==> config.mk <==
export PLATFORM = sky130hd
export DESIGN_NAME = pc_seq_top
export DESIGN_NICKNAME = d
export VERILOG_FILES = /design/src/rtl/pcs_pkg.sv /design/src/rtl/pc_sel_arb.sv /design/src/rtl/pc_next_mux.sv /design/src/rtl/pc_ret_stack.sv /design/src/rtl/pc_seq_top.sv
export SDC_FILE = /design/constraint.sdc
export NUM_CORES = 1
export LEC_CHECK = 0
export ABC_CLOCK_PERIOD_IN_PS = 4700
export BUFFER_PORTS_ARGS = -buffer_cell sky130_fd_sc_hd__buf_2
export CAP_MARGIN = 20
export CORE_ASPECT_RATIO = 1.2
export CORE_MARGIN = 4
export CORE_UTILIZATION = 35
export CTS_CLUSTER_DIAMETER = 120
export DETAILED_ROUTE_END_ITERATION = 16
export PLACE_DENSITY = 0.63
export SLEW_MARGIN = 20
export SYNTH_ARGS = -nofsm -noshare
export SYNTH_HDL_FRONTEND = slang
export SYNTH_SLANG_ARGS = --single-unit
==> constraint.sdc <==
create_clock -name clk_i -period 4.7 [get_ports clk_i]
set_clock_uncertainty 0.1 [all_clocks]
set_input_delay 0.235 -clock clk_i [delete_from_list [all_inputs] [get_ports clk_i]]
set_output_delay 0.235 -clock clk_i [all_outputs]
set_load 0.01 [all_outputs]
==> src/rtl/pcs_pkg.sv <==
package pcs_pkg;
  localparam int PC_W      = 13;
  localparam int OPC_W     = 11;
  localparam int LAT_W     = 5;
  localparam int DATA_W    = 8;
  localparam int STK_DEPTH = 8;
  localparam int IMPL_W    = 11;
  localparam logic [PC_W-1:0] IRQ_VEC = 13'h0004;

  typedef enum logic [2:0] {
    SEL_HOLD,
    SEL_INC,
    SEL_PCL,
    SEL_RET,
    SEL_JMP,
    SEL_CALL,
    SEL_IRQ
  } sel_e;
endpackage

==> src/rtl/pc_sel_arb.sv <==
module pc_sel_arb
  import pcs_pkg::*;
(
  input  logic inc_i,
  input  logic pcl_wr_i,
  input  logic jump_i,
  input  logic call_i,
  input  logic ret_i,
  input  logic irq_i,
  output sel_e sel_o,
  output logic push_o,
  output logic pop_o
);
  always_comb begin
    if (irq_i)         sel_o = SEL_IRQ;
    else if (call_i)   sel_o = SEL_CALL;
    else if (jump_i)   sel_o = SEL_JMP;
    else if (ret_i)    sel_o = SEL_RET;
    else if (pcl_wr_i) sel_o = SEL_PCL;
    else if (inc_i)    sel_o = SEL_INC;
    else               sel_o = SEL_HOLD;
  end

  assign push_o = (sel_o == SEL_IRQ) || (sel_o == SEL_CALL);
  assign pop_o  = (sel_o == SEL_RET);
endmodule

==> src/rtl/pc_next_mux.sv <==
module pc_next_mux
  import pcs_pkg::*;
#(
  parameter int W   = PC_W,
  parameter int OW  = OPC_W,
  parameter int LW  = LAT_W,
  parameter int DW  = DATA_W
) (
  input  sel_e          sel_i,
  input  logic [W-1:0]  pc_i,
  input  logic [LW-1:0] latch_i,
  input  logic [DW-1:0] alu_i,
  input  logic [OW-1:0] target_i,
  input  logic [W-1:0]  stk_top_i,
  output logic [W-1:0]  nxt_o,
  output logic [W-1:0]  push_data_o
);
  localparam int HI_JMP = W - OW;
  localparam int HI_PCL = W - DW;

  logic [W-1:0] pc_inc;
  logic [W-1:0] jmp_pc;
  logic [W-1:0] pcl_pc;

  assign pc_inc = pc_i + W'(1);
  // Absolute jumps take only the top latch bits above the target field.
  assign jmp_pc = {latch_i[LW-1 -: HI_JMP], target_i};
  assign pcl_pc = {latch_i[HI_PCL-1:0], alu_i};

  always_comb begin
    unique case (sel_i)
      SEL_IRQ:  nxt_o = IRQ_VEC;
      SEL_CALL: nxt_o = jmp_pc;
      SEL_JMP:  nxt_o = jmp_pc;
      SEL_RET:  nxt_o = stk_top_i;
      SEL_PCL:  nxt_o = pcl_pc;
      SEL_INC:  nxt_o = pc_inc;
      default:  nxt_o = pc_i;
    endcase
  end

  // Interrupt saves the not-yet-executed PC; a call saves the next one.
  assign push_data_o = (sel_i == SEL_IRQ) ? pc_i : pc_inc;
endmodule

==> src/rtl/pc_ret_stack.sv <==
module pc_ret_stack #(
  parameter int W     = 13,
  parameter int DEPTH = 8
) (
  input  logic         clk_i,
  input  logic         rst_ni,
  input  logic         push_i,
  input  logic         pop_i,
  input  logic [W-1:0] push_data_i,
  output logic [W-1:0] top_o
);
  localparam int PTR_W = $clog2(DEPTH);

  logic [PTR_W-1:0] sp_q;
  logic [PTR_W-1:0] sp_dec;
  logic [W-1:0]     mem_q [DEPTH];

  assign sp_dec = sp_q - PTR_W'(1);
  assign top_o  = mem_q[sp_dec];

  always_ff @(posedge clk_i or negedge rst_ni) begin
    if (!rst_ni)      sp_q <= '0;
    else if (push_i)  sp_q <= sp_q + PTR_W'(1);
    else if (pop_i)   sp_q <= sp_dec;
  end

  for (genvar g = 0; g < DEPTH; g++) begin : g_slot
    always_ff @(posedge clk_i or negedge rst_ni) begin
      if (!rst_ni)                                mem_q[g] <= '0;
      else if (push_i && (sp_q == PTR_W'(g)))     mem_q[g] <= push_data_i;
    end
  end

  AST_NO_PUSH_POP: assert property (@(posedge clk_i) disable iff (!rst_ni)
    !(push_i && pop_i));
  AST_PUSH_VISIBLE: assert property (@(posedge clk_i) disable iff (!rst_ni)
    push_i |=> top_o == $past(push_data_i));
  AST_POP_WRAPS: assert property (@(posedge clk_i) disable iff (!rst_ni)
    (pop_i && !push_i) |=> sp_q == PTR_W'($past(sp_q) - PTR_W'(1)));
  AST_PUSH_WRAPS: assert property (@(posedge clk_i) disable iff (!rst_ni)
    push_i |=> sp_q == PTR_W'($past(sp_q) + PTR_W'(1)));
endmodule

==> src/rtl/pc_seq_top.sv <==
module pc_seq_top
  import pcs_pkg::*;
#(
  parameter int W      = PC_W,
  parameter int OW     = OPC_W,
  parameter int LW     = LAT_W,
  parameter int DW     = DATA_W,
  parameter int DEPTH  = STK_DEPTH,
  parameter int IMPL   = IMPL_W
) (
  input  logic          clk_i,
  input  logic          rst_ni,
  input  logic          inc_i,
  input  logic          pcl_wr_i,
  input  logic          jump_i,
  input  logic          call_i,
  input  logic          ret_i,
  input  logic          irq_i,
  input  logic [LW-1:0] latch_i,
  input  logic [DW-1:0] alu_i,
  input  logic [OW-1:0] target_i,
  output logic [W-1:0]  pc_o,
  output logic [W-1:0]  fetch_addr_o
);
  sel_e         sel;
  logic         push;
  logic         pop;
  logic [W-1:0] pc_q;
  logic [W-1:0] pc_nxt;
  logic [W-1:0] push_data;
  logic [W-1:0] stk_top;

  pc_sel_arb u_arb (
    .inc_i    (inc_i),
    .pcl_wr_i (pcl_wr_i),
    .jump_i   (jump_i),
    .call_i   (call_i),
    .ret_i    (ret_i),
    .irq_i    (irq_i),
    .sel_o    (sel),
    .push_o   (push),
    .pop_o    (pop)
  );

  pc_next_mux #(.W(W), .OW(OW), .LW(LW), .DW(DW)) u_mux (
    .sel_i       (sel),
    .pc_i        (pc_q),
    .latch_i     (latch_i),
    .alu_i       (alu_i),
    .target_i    (target_i),
    .stk_top_i   (stk_top),
    .nxt_o       (pc_nxt),
    .push_data_o (push_data)
  );

  pc_ret_stack #(.W(W), .DEPTH(DEPTH)) u_stk (
    .clk_i       (clk_i),
    .rst_ni      (rst_ni),
    .push_i      (push),
    .pop_i       (pop),
    .push_data_i (push_data),
    .top_o       (stk_top)
  );

  always_ff @(posedge clk_i or negedge rst_ni) begin
    if (!rst_ni) pc_q <= '0;
    else         pc_q <= pc_nxt;
  end

  assign pc_o = pc_q;

  if (IMPL < W) begin : g_fold
    assign fetch_addr_o = {{(W-IMPL){1'b0}}, pc_q[IMPL-1:0]};
  end else begin : g_full
    assign fetch_addr_o = pc_q;
  end

  AST_IRQ_VECTOR: assert property (@(posedge clk_i) disable iff (!rst_ni)
    irq_i |=> pc_o == IRQ_VEC);
  AST_JUMP_TARGET: assert property (@(posedge clk_i) disable iff (!rst_ni)
    ((jump_i || call_i) && !irq_i) |=> pc_o[OW-1:0] == $past(target_i));
  AST_PCL_LOAD: assert property (@(posedge clk_i) disable iff (!rst_ni)
    (pcl_wr_i && !(irq_i || call_i || jump_i || ret_i)) |=> pc_o[DW-1:0] == $past(alu_i));
  AST_INC_STEP: assert property (@(posedge clk_i) disable iff (!rst_ni)
    (inc_i && !(irq_i || call_i || jump_i || ret_i || pcl_wr_i))
      |=> pc_o == W'($past(pc_o) + W'(1)));
  AST_FETCH_LOW: assert property (@(posedge clk_i) disable iff (!rst_ni)
    fetch_addr_o[IMPL-1:0] == pc_o[IMPL-1:0]);
endmodule

==> summary.md, run 1 <==
| Metric | Value |
|---|---|
| Setup_tns | 0 ps |
| Critical R2R Capture | pc_o[9] |
| Reg2Reg Setup Slack | 1510 ps |
| Multi-input combinational cell area | 2580 sq um |
| Max Root-Sink Buffers | 2 |
| Max_slew headroom | 24.6% |
| Slew Viols, Final | 0 |
| Initial antenna violation count | 0 |
| Yosys cell types | 50 |
| Num ports | 58 |
| Min-Delay Endpoint | pc_o[5] |
| Crit start category | flip-flop |
| Core area | 16300 sq um |
| WL per Instance | 17.6 um |
| Vias in the first global route | 4479 |
| Synth Area in XOR/XNOR | 4.20% |
| Slowest stage cell on the critical path | ha_1 |
| Final setup viols | 0 |
| Routed WL | 14600 um |
| Total clock sinks | 120 |
| Die Y | 150 um |
| Fillers | 1539 |
| Crit-path cells | inv_1, ha_1, mux4_2, mux2_2, a222oi_1, dlygate4sd3_1, o21ai_0 |
| R2r worst-path depth | 7 |
| Drt initial violations | 337 |
| # diodes | 0 |
| Synth Area in Compound Gates | 12.9% |
| Pwr/cell area | 663 nW/um^2 |
| Kind of critical path | flip-flop to flip-flop |
| DP Wirelength | 9570 um |
| Layout cells sized above 1 | 21.1% |
| Worst VDD drop | 0.329 mV |
| Starting Density | 36.0% |
| Overall die width | 126 um |
| Status | finished clean |
| Final worst path period need | 3190 ps |
| FP Rows | 51 |
| Total track usage | 16.1% |
| Achievable Freq | 0.314 GHz |
| Synth Flop Type | dfrtp_1 |
| First-pass GRT wire length | 23900 um |
| Critical Path End Type | flip-flop |
| Clock slew at reported path FFs | 60 ps |
| Cell taking the most area after synthesis | dfrtp_1 |
| Post-route cell area | 6990 sq um |
| Seq/Total Area, Yosys | 51.1% |
| Clk_lat worst skew | 410 ps |
| P_leak | 0.00308 uW |
| Ys Warns | 0 |
| Final total power | 4630 uW |
| Largest net degree at the start of global routing | 86 |
| Fin util | 42.8% |
| Multiplexer area fraction after synthesis | 12.4% |
| Pre-antenna DRT Iters | 5 |
| DRC violations left | 0 |
| Final ANT Viol Nets | 0 |
| Number of max-cap violations | 0 |
| Hold Path Cell Cnt | 3 |
| CP max stage delay | 820 ps |
| Area share of the largest cell type after synthesis | 51.1% |
| Simple-gate share of the synthesized area | 12.5% |
| # port buffers | 55 |
| RSZ-0062 raised after global routing | false |
| Number of enable flip-flop cells after synthesis | 0 |
| Worst-Margin Slew | 1120 ps |
| Synthesized flop and latch total | 120 |
| Via density | 5.26 |
| Crit Path Max Fanout | 17 |
| Post-CTS setup buffers | 0 |
| Final cycle utilization of the critical path | 67.9% |
| Clock root buffer | clkbuf_16 |
| Adder-Cell Fraction of Synth Area | 1.70% |
| Reg area | 3000 sq um |
| Syn Inst Count | 549 |
| HP Class | input pin to flip-flop |
| RePlAce Congestion | 0.877 |
| CTS H-tree depth | 4 |
| Area Overhead vs Synth | 19.0% |
| # nets final | 643 |
| Post-DP Area | 6170 sq um |
| Die ar. | 18900 sq um |
| Main area contributors after synthesis | dfrtp_1 51%, mux4_2 10%, o21ai_0 8.9%, nand2_1 7.3%, xnor2_1 2.2% |
| Hold wc startpoint | alu_i[5] |
| Combinational family with the most area after synthesis | compound AO/OA/AOI/OAI gates |
| Global route overflow | 0 |
| CTS tree | yes |
| Fraction of registers with async set/reset | 100% |
| Min Hold Slack | 11.5 ps |
| Total number of vias | 4358 |
| Mapped Area | 5880 sq um |
| Syn_area_per_cell | 10.7 sq um |
| Final hold violations | 0 |
| Critical Path RT | 4870 ps |
| CP arrival | 3360 ps |
| Total CTS buffers | 17 |
| FF-to-FF Start | u_stk.sp_q[1] |
[metrics by stage]
step           setup WS [ps]  instances
3_5_place_dp            1960        776
4_1_cts                 1500        827
6_report                1510        828
2_1_floorplan           1930        550
5_1_grt                 1390        828
3_3_place_gp            2130        776
[metal layers]
layer	GRT usage, %	vias to the layer above	part of all wire (%)
met5	0	-	0
met4	6.76	0	2.0
met3	3.11	26	5.5
met2	27.9	155	51
met1	19.6	2143	42
li1	-	2034	-
[sequential cells by signal, indices dropped and copies added, names as in the netlist]
register,flops
u_stk.mem_q,104
u_stk.sp_q,3
pc_o,13
[logic make-up after synthesis]
| kind of cell | after synthesis |
|---|---|
| adder cells (fa/ha/maj) | 8 |
| AO/OA/AOI/OAI | 134 |
| XOR/XNOR | 26 |
| buffers and inverters | 50 |
| flip-flops | 120 |
| AND/OR/NAND/NOR | 170 |
| other | 1 |
| multiplexers | 40 |
[worst max-delay path by stage]
| stage | depth (start not counted) | start | to |
|---|---|---|---|
| global placement | 6 | u_stk.sp_q[1] | pc_o[9] |
| CTS | 7 | u_stk.sp_q[1] | pc_o[9] |
| global route | 7 | u_stk.sp_q[1] | pc_o[7] |
| floorplan | 10 | u_stk.sp_q[0] | pc_o[2] |
| detailed placement | 7 | u_stk.sp_q[1] | pc_o[2] |
| finish | 7 | u_stk.sp_q[1] | pc_o[9] |
[timing repair]
action	4_1_cts	5_1_grt
hold buffers	19	0
endpoints found under the hold margin	96	0
resized for setup	0	0
[worst max-delay path: cells and delay by family (launching register included)]
kind | cells | cell delay, ps
mux | 2 | 710
fa+ha+maj | 1 | 820
flops | 1 | 410
buf+inv | 2 | 710
compound gates | 2 | 320
[cells in the final DEF (no fill, tap or decap), types with 2 or more instances in the layout]
cell / n
clkinv_4: 2
conb_1: 2
and3_1: 3
mux2_2: 3
a222oi_1: 7
nand2b_1: 2
xnor2_1: 15
buf_2: 54
dlygate4sd3_1: 19
and2_1: 2
nand2_2: 2
nor2b_1: 2
clkbuf_1: 2
a21oi_1: 2
buf_4: 4
a221oi_1: 2
inv_1: 5
dfrtp_1: 119
clkbuf_8: 2
mux4_2: 26
nor3_1: 2
xor2_1: 10
o221ai_1: 2
nand2_1: 114
ha_1: 8
o21ai_1: 7
o21ai_0: 105
nor2_1: 17
nand4_1: 3
clkbuf_16: 17
clkinv_2: 3
clkinvlp_4: 2
mux2i_1: 11
nor4_1: 2
bufinv_16: 3
nand3_1: 12
[synthesized netlist by cell type (2+ instances only)]
cell,number
xor2_1,10
clkbuf_2,2
nor2_1,17
nand2_2,2
nand4_1,3
nor2b_1,2
nor4_1,2
mux2_2,3
o21ai_1,7
xnor2_1,15
nand3_1,13
a21oi_1,2
dfrtp_1,120
ha_1,8
nor3_1,2
and2_1,2
nand2b_1,2
mux2i_1,11
o21ai_0,105
o221ai_1,2
mux4_2,26
clkbuf_1,14
inv_1,5
buf_6,6
a221oi_1,2
a222oi_1,7
buf_4,15
and3_1,3
buf_2,7
nand2_1,114
[power by group]
| part | leakage (uW) | internal, uW | switching (uW) |
|---|---|---|---|
| sequential | 0.00156 | 1450 | 253 |
| clock | 0.000293 | 862 | 464 |
| combinational | 0.00123 | 730 | 881 |
[layout make-up]
cell class	count	share of cell area (%)
multi-input combinational	380	36.9
sequential	120	43.0
inverter	5	0.268
clock buffer	21	6.58
clock inverter	11	2.09
tap	212	3.79
timing repair buffer	79	7.39
No activity file was read; power rests on OpenSTA's default activity.
==> run 2, diff against run 1 <==
--- a/config.mk
+++ b/config.mk
@@ -5,7 +5,8 @@
 export SDC_FILE = /design/constraint.sdc
 export NUM_CORES = 1
 export LEC_CHECK = 0
-export ABC_CLOCK_PERIOD_IN_PS = 4700
+export ABC_AREA = 1
+export ABC_CLOCK_PERIOD_IN_PS = 2600
 export BUFFER_PORTS_ARGS = -buffer_cell sky130_fd_sc_hd__buf_2
 export CAP_MARGIN = 20
 export CORE_ASPECT_RATIO = 1.2
@@ -13,7 +14,7 @@
 export CORE_UTILIZATION = 35
 export CTS_CLUSTER_DIAMETER = 120
 export DETAILED_ROUTE_END_ITERATION = 16
-export PLACE_DENSITY = 0.63
+export PLACE_DENSITY = 0.65
 export SLEW_MARGIN = 20
 export SYNTH_ARGS = -nofsm -noshare
 export SYNTH_HDL_FRONTEND = slang
==> constraint.sdc (replaced) <==
create_clock -name clk_i -period 2.6 [get_ports clk_i]
set_clock_uncertainty 0.1 [all_clocks]
set_input_delay 0.13 -clock clk_i [delete_from_list [all_inputs] [get_ports clk_i]]
set_output_delay 0.13 -clock clk_i [all_outputs]
set_load 0.01 [all_outputs]
==> run 2 against run 1 <==
- clock power grew 83%
- critical path depth unchanged
- wire length is 36% higher
- cell area grew 12%
- synthesized cell count is 61% higher
- global-route usage is 3.4 points higher
==> summary.md, run 2 <==
| Metric | Value |
|---|---|
| Routed WL | 19800 um (+36%) |
| DP Wirelength | 13400 um (+40%) |
| Starting Density | 35.7% (-0.28 points) |
| Global route overflow | 0 (unchanged) |
| Clk_lat worst skew | 420 ps (about the same) |
| Seq/Total Area, Yosys | 46.3% (-4.8 points) |
| Area share of the largest cell type after synthesis | 46.3% (-4.8 points) |
| Achievable Freq | 0.451 GHz (+44%) |
| Crit start category | flip-flop |
| Clock network power share | 25.3% (-3.3 points) |
| Total clock sinks | 120 (unchanged) |
| Main area contributors after synthesis | dfrtp_1 46%, nand2_1 18%, nand3_1 8.9%, o21ai_0 5.9%, nor2_1 4.5% |
| Final Worst Setup Slack | 381 ps (-1130 ps) |
| Total net switching power | 4010 uW (+150%) |
| Most frequent cells in the layout | 303 x nand2_1, 120 x dfrtp_1, 115 x nand3_1 |
| Most common cell after layout, fill and taps aside | nand2_1 |
| # port buffers | 55 (unchanged) |
| Reg power frac | 32.2% (-4.4 points) |
| # hold bufs at CTS | 23 (+4) |
| Largest net degree at the start of global routing | 54 (-37%) |
| # nets final | 996 (+55%) |
| Die ar. | 20800 sq um (+9.8%) |
| CTS H-tree depth | 4 (unchanged) |
| Via density | 5.19 (-1.5%) |
| Syn_area_per_cell | 7.35 sq um (-31%) |
| Clock slew at reported path FFs | 60 ps (about the same) |
| Slew Viols, Final | 0 (unchanged) |
| Final setup viols | 0 (unchanged) |
| Number of enable flip-flop cells after synthesis | 0 (unchanged) |
| DRC violations left | 0 (unchanged) |
| RePlAce Congestion | 0.854 (-2.6%) |
| HP Class | input pin to flip-flop |
| Setup_tns | 0 ps (unchanged) |
| Final hold violations | 0 (unchanged) |
| Worst-Margin Slew | 689 ps (-427 ps) |
| Largest register FFs | 104 (unchanged) |
| FP Rows | 54 (+5.9%) |
| Total CTS buffers | 17 (unchanged) |
| CTS tree | yes |
| Kind of critical path | flip-flop to flip-flop |
| Status | finished clean |
| First-pass GRT wire length | 31900 um (+33%) |
| Mapped Area | 6490 sq um (+10%) |
| Most common cell in the netlist | nand2_1 |
| Max_slew headroom | 53.8% (+29 points) |
| Worst VDD drop | 0.488 mV (+48%) |
| Pint | 5640 uW (+86%) |
| # diodes | 0 (unchanged) |
| CP arrival | 2450 ps (-910 ps) |
| Core area | 18200 sq um (+11%) |
| Dpl ws | 462 ps (-1500 ps) |
| Clock root buffer | clkbuf_16 |
| Pwr/cell area | 1230 nW/um^2 (+86%) |
| Comb power frac | 42.5% (+7.7 points) |
| Layout cells sized above 1 | 14.1% (-7.0 points) |
| Final worst path period need | 2220 ps (-970 ps) |
| Cell taking the most area after synthesis | dfrtp_1 |
| Synthesized flop and latch total | 120 (unchanged) |
| Max Root-Sink Buffers | 2 (unchanged) |
| Post-cts gate resize count | 0 (unchanged) |
| Initial antenna violation count | 0 (unchanged) |
| RSZ-0062 raised after global routing | false |
| Post-CTS setup buffers | 0 (unchanged) |
| Drt initial violations | 524 (+55%) |
| Num ports | 58 (unchanged) |
| Vias in the first global route | 6011 (+34%) |
| Total number of vias | 6187 (+42%) |
| Most frequent cells after synthesis | 303 x nand2_1, 120 x dfrtp_1, 115 x nand3_1 |
| Ys Warns | 0 (unchanged) |
| Area Overhead vs Synth | 20.9% |
| Pre-antenna DRT Iters | 5 (unchanged) |
| Synth Flop Type | dfrtp_1 |
| Final cycle utilization of the critical path | 85.3% (+17 points) |
| Critical Path End Type | flip-flop |
| Critical Path RT | 2830 ps (-2040 ps) |
| Yosys cell types | 28 (-44%) |
| Total track usage | 19.5% (+3.4 points) |
| Fillers | 1785 (+16%) |
| Fraction of registers with async set/reset | 100% (unchanged) |
| Final ANT Viol Nets | 0 (unchanged) |
| Die Y | 157 um (+4.8%) |
| Syn Inst Count | 882 (+61%) |
| WL per Instance | 16.6 um (-5.5%) |
| Switch share | 41.6% (+7.1 points) |
| Number of max-cap violations | 0 (unchanged) |
| Overall die width | 132 um (+4.7%) |
| Biggest register | u_stk.mem_q |
| Crit Path Max Fanout | 53 (+36) |
| P_leak | 0.00395 uW (+28%) |
-- run 2: final timing paths --
kind | start | endpoint | slack [ps] | cells past startpoint
setup / recovery | u_stk.sp_q[0] | u_stk.mem_q[53] | 380 | 7
hold / removal | target_i[2] | pc_o[2] | 10 | 7
setup reg to reg | u_stk.sp_q[0] | u_stk.mem_q[53] | 380 | 7
hold reg to reg | u_stk.mem_q[26] | u_stk.mem_q[26] | 370 | 2
max in group asynchronous | rst_ni | u_stk.mem_q[67] | 1460 | 3
min in group asynchronous | rst_ni | pc_o[7] | 130 | 2
-- run 2: metrics by stage --
step	area (sq um)	power (uW)	hold WS (ps)	util [%]	cells
floorplan	6490	5840	-266	-	883
global placement	6990	7060	47.4	38.5	1138
detailed placement	6990	7140	54.0	38.5	1138
CTS	7840	9630	0.544	43.1	1193
global route	7840	10400	61.6	43.1	1193
finish	7840	9650	12.3	43.1	1193
-- run 2: power by group through the flow --
stage / Combinational (uW) / Sequential, uW / Clock (uW)
5_1_grt: 4600 / 3200 / 2560
6_report: 4100 / 3100 / 2440
3_3_place_gp: 3960 / 3100 / 0
4_1_cts: 4080 / 3090 / 2460
2_1_floorplan: 2830 / 3010 / 0
3_5_place_dp: 4020 / 3120 / 0
-- run 2: cell type report --
type / count / area (sq um) / area share, %
Clock inverter: 12 / 149 / 1.90
Timing Repair Buffer: 108 / 733 / 9.35
Clock buffer: 20 / 467 / 5.95
Inverter: 61 / 229 / 2.92
Multi-Input combinational cell: 648 / 2980 / 38.0
Tap cell: 224 / 280 / 3.57
Sequential cell: 120 / 3000 / 38.3
-- run 2: routing by layer --
| metal | global-route usage, % | routed length, um |
|---|---|---|
| met5 | 0 | 0 |
| met4 | 8.22 | 675 |
| met3 | 3.68 | 1530 |
| met2 | 33.9 | 9580 |
| met1 | 23.9 | 8020 |
-- run 2: kinds of logic (layout without fill, tap and decap cells) --
group           Yosys count  in the layout  share of synthesized area [%]
simple gates            516            516                           33.7
flops                   120            120                           46.3
compound gates          115            115                           9.65
buf+inv                 115            201                           7.83
fa+ha+maj                 8              8                           1.54
xor+xnor                  7              7                          0.945
other cells               1              2                         0.0578
-- run 2: worst max-delay path, stage by stage, from the launching register on --
cell     delay [ps]
dfrtp_1         370
buf_4           500
ha_1            280
ha_1            150
nand2_1          70
inv_1           440
nor2_1           80
a31oi_1         150
==> run 3, diff against run 2 <==
--- a/config.mk
+++ b/config.mk
@@ -11,10 +11,10 @@
 export CAP_MARGIN = 20
 export CORE_ASPECT_RATIO = 1.2
 export CORE_MARGIN = 4
-export CORE_UTILIZATION = 35
+export CORE_UTILIZATION = 39
 export CTS_CLUSTER_DIAMETER = 120
 export DETAILED_ROUTE_END_ITERATION = 16
-export PLACE_DENSITY = 0.65
+export PLACE_DENSITY = 0.69
 export SLEW_MARGIN = 20
 export SYNTH_ARGS = -nofsm -noshare
 export SYNTH_HDL_FRONTEND = slang
==> run 3 against run 2 <==
- clock power decreased by 3%
- critical path type unchanged
- first-iteration DRC count increased by 39%
- highest routed layer unchanged
- clock-buffer cell count increased by 5
- fmax increased by 3.8%
- die area decreased by 9.7%
- combinational power decreased by 1%
- critical path depth increased by 1
==> summary.md, run 3 (synthesis gave the netlist of run 2 again) <==
| Metric | Value |
|---|---|
| Status | finished clean |
| Num ports | 58 (unchanged) |
| Worst VDD drop | 0.661 mV (+35%) |
| CTS tree | yes |
| Post-cts gate resize count | 0 (unchanged) |
| First-pass GRT wire length | 31900 um (about the same) |
| Layout cells sized above 1 | 13.5% (-0.67 points) |
| Initial antenna violation count | 0 (unchanged) |
| CTS H-tree depth | 4 (unchanged) |
| Final worst path period need | 2140 ps (-80.9 ps) |
| Total number of vias | 6281 (+1.5%) |
| Drt initial violations | 729 (+39%) |
| Worst-Margin Slew | 761 ps (+72.2 ps) |
| Setup_tns | 0 ps (unchanged) |
| Vias in the first global route | 6003 (-0.13%) |
| # nets final | 992 (-0.40%) |
| CP arrival | 2340 ps (-110 ps) |
| HP Class | input pin to flip-flop |
| Clock slew at reported path FFs | 60 ps (about the same) |
| Clk_lat worst skew | 410 ps (about the same) |
| Die Y | 149 um (-5.0%) |
| Achievable Freq | 0.468 GHz (+3.8%) |
| Global route overflow | 0 (unchanged) |
| Kind of critical path | flip-flop to flip-flop |
| DRC violations left | 0 (unchanged) |
| Most common cell after layout, fill and taps aside | nand2_1 |
| Slew Viols, Final | 0 (unchanged) |
| Die ar. | 18800 sq um (-9.7%) |
| CP max stage delay | 540 ps (+40 ps) |
| # diodes | 0 (unchanged) |
| CP delay by family, top | simple AND/OR/NAND/NOR gates |
| Buf/Inv on CP | 0 (-2) |
| Total CTS buffers | 17 (unchanged) |
| Slowest stage cell on the critical path | dfrtp_1 |
| Fin util | 47.8% (+4.6 points) |
| Biggest register | u_stk.mem_q |
| FP Rows | 51 (-5.6%) |
| Pwr/cell area | 1230 nW/um^2 (-0.32%) |
| Critical Path RT | 2800 ps (-30 ps) |
| Post-DP Area | 6950 sq um (-0.64%) |
| Overall die width | 126 um (-4.9%) |
| Largest net degree at the start of global routing | 48 (-11%) |
| Routed WL | 19700 um (-0.74%) |
| RePlAce Congestion | 0.930 (+8.9%) |
| P_leak | 0.00393 uW (-0.65%) |
| Critical Path End Type | flip-flop |
| Number of max-cap violations | 0 (unchanged) |
| Final cycle utilization of the critical path | 82.2% (-3.1 points) |
| Crit-path cells | ha_1, nand2_1, nor2_2, nand3_1, nand2_1, nand3_1, nand3_1, nand2_1 |
| Area Overhead vs Synth | 19.9% |
| Crit start category | flip-flop |
| Total clock sinks | 120 (unchanged) |
| Final setup viols | 0 (unchanged) |
| Final hold violations | 0 (unchanged) |
| Via density | 5.34 (+2.9%) |
| Total track usage | 21.6% (+2.1 points) |
| Final ANT Viol Nets | 0 (unchanged) |
| Clock root buffer | clkbuf_16 |
| # port buffers | 55 (unchanged) |
| Post-route cell area | 7770 sq um (-0.83%) |
| Reg2Reg Setup Slack | 460 ps (+80 ps) |
| Pre-antenna DRT Iters | 6 (+1) |
| Max_slew headroom | 49.1% (-4.7 points) |
| Crit Path Max Fanout | 10 (-81%) |
| Largest register FFs | 104 (unchanged) |
| Most frequent cells in the layout | 303 x nand2_1, 120 x dfrtp_1, 115 x nand3_1 |
| WL per Instance | 16.7 um (+0.61%) |
| RSZ-0062 raised after global routing | false |
| Starting Density | 39.9% (+4.2 points) |
| Max Root-Sink Buffers | 2 (unchanged) |
| Core area | 16300 sq um (-10%) |
| DP Wirelength | 13400 um (about the same) |
| Final total power | 9540 uW (-1.1%) |
| Min Hold Slack | 6.93 ps (-5.36 ps) |
run 3: cell types whose count changed in the layout (fill, tap and decap cells not counted), sizes merged:
cell      change
bufinv        -1
clkbuf        +5
clkinv        -2
clkinvlp      -2
buf           -4
run 3: area by class of cell:
type | instances | area, sq um
Fill cell | 1562 | 8500
Clock inverter | 7 | 90.1
Sequential cell | 120 | 3000
Tap cell | 212 | 265
Clock buffer | 25 | 505
Timing Repair Buffer | 104 | 703
Inverter | 61 | 229
Multi-Input combinational cell | 648 | 2980
run 3: timing repair:
item | in CTS | in global routing
setup buffers | 0 | 0
hold buffers | 23 | 0
endpoints found under the hold margin | 55 | 0
run 3: worst reg2reg max path: stages (launching register included):
cell	delay (ps)
dfrtp_1	540
ha_1	240
nand2_1	90
nor2_2	310
nand3_1	120
nand2_1	90
nand3_1	280
nand3_1	180
nand2_1	60
run 3: routing by layer:
layer | GRT usage [%] | part of all wire (%) | vias up
met2 | 36.6 | 49 | 314
met5 | 0 | 0 | -
met3 | 3.94 | 8.7 | 40
met4 | 8.13 | 2.4 | 0
met1 | 27.5 | 40 | 2945
li1 | - | - | 2982
run 3: power by group:
part / total, uW / switching (uW) / internal [uW]
combinational: 4050 / 2670 / 1370
sequential: 3120 / 456 / 2670
clock: 2360 / 831 / 1530
run 3: metrics by stage:
step,std cells,setup slack (ps)
after floorplan,883,350
after global placement,1122,557
after detailed placement,1122,512
after CTS,1177,481
after global routing,1177,195
final,1177,462
run 3: path summary, 6_finish.rpt:
path / end / cells after the start / startpoint
setup / recovery: u_stk.mem_q[10] / 8 / pc_o[0]
hold / removal: pc_o[2] / 7 / target_i[2]
setup reg to reg: u_stk.mem_q[10] / 8 / pc_o[0]
hold reg to reg: u_stk.mem_q[65] / 2 / u_stk.mem_q[65]
max in group asynchronous: u_stk.mem_q[22] / 3 / rst_ni
min in group asynchronous: u_stk.mem_q[99] / 2 / rst_ni
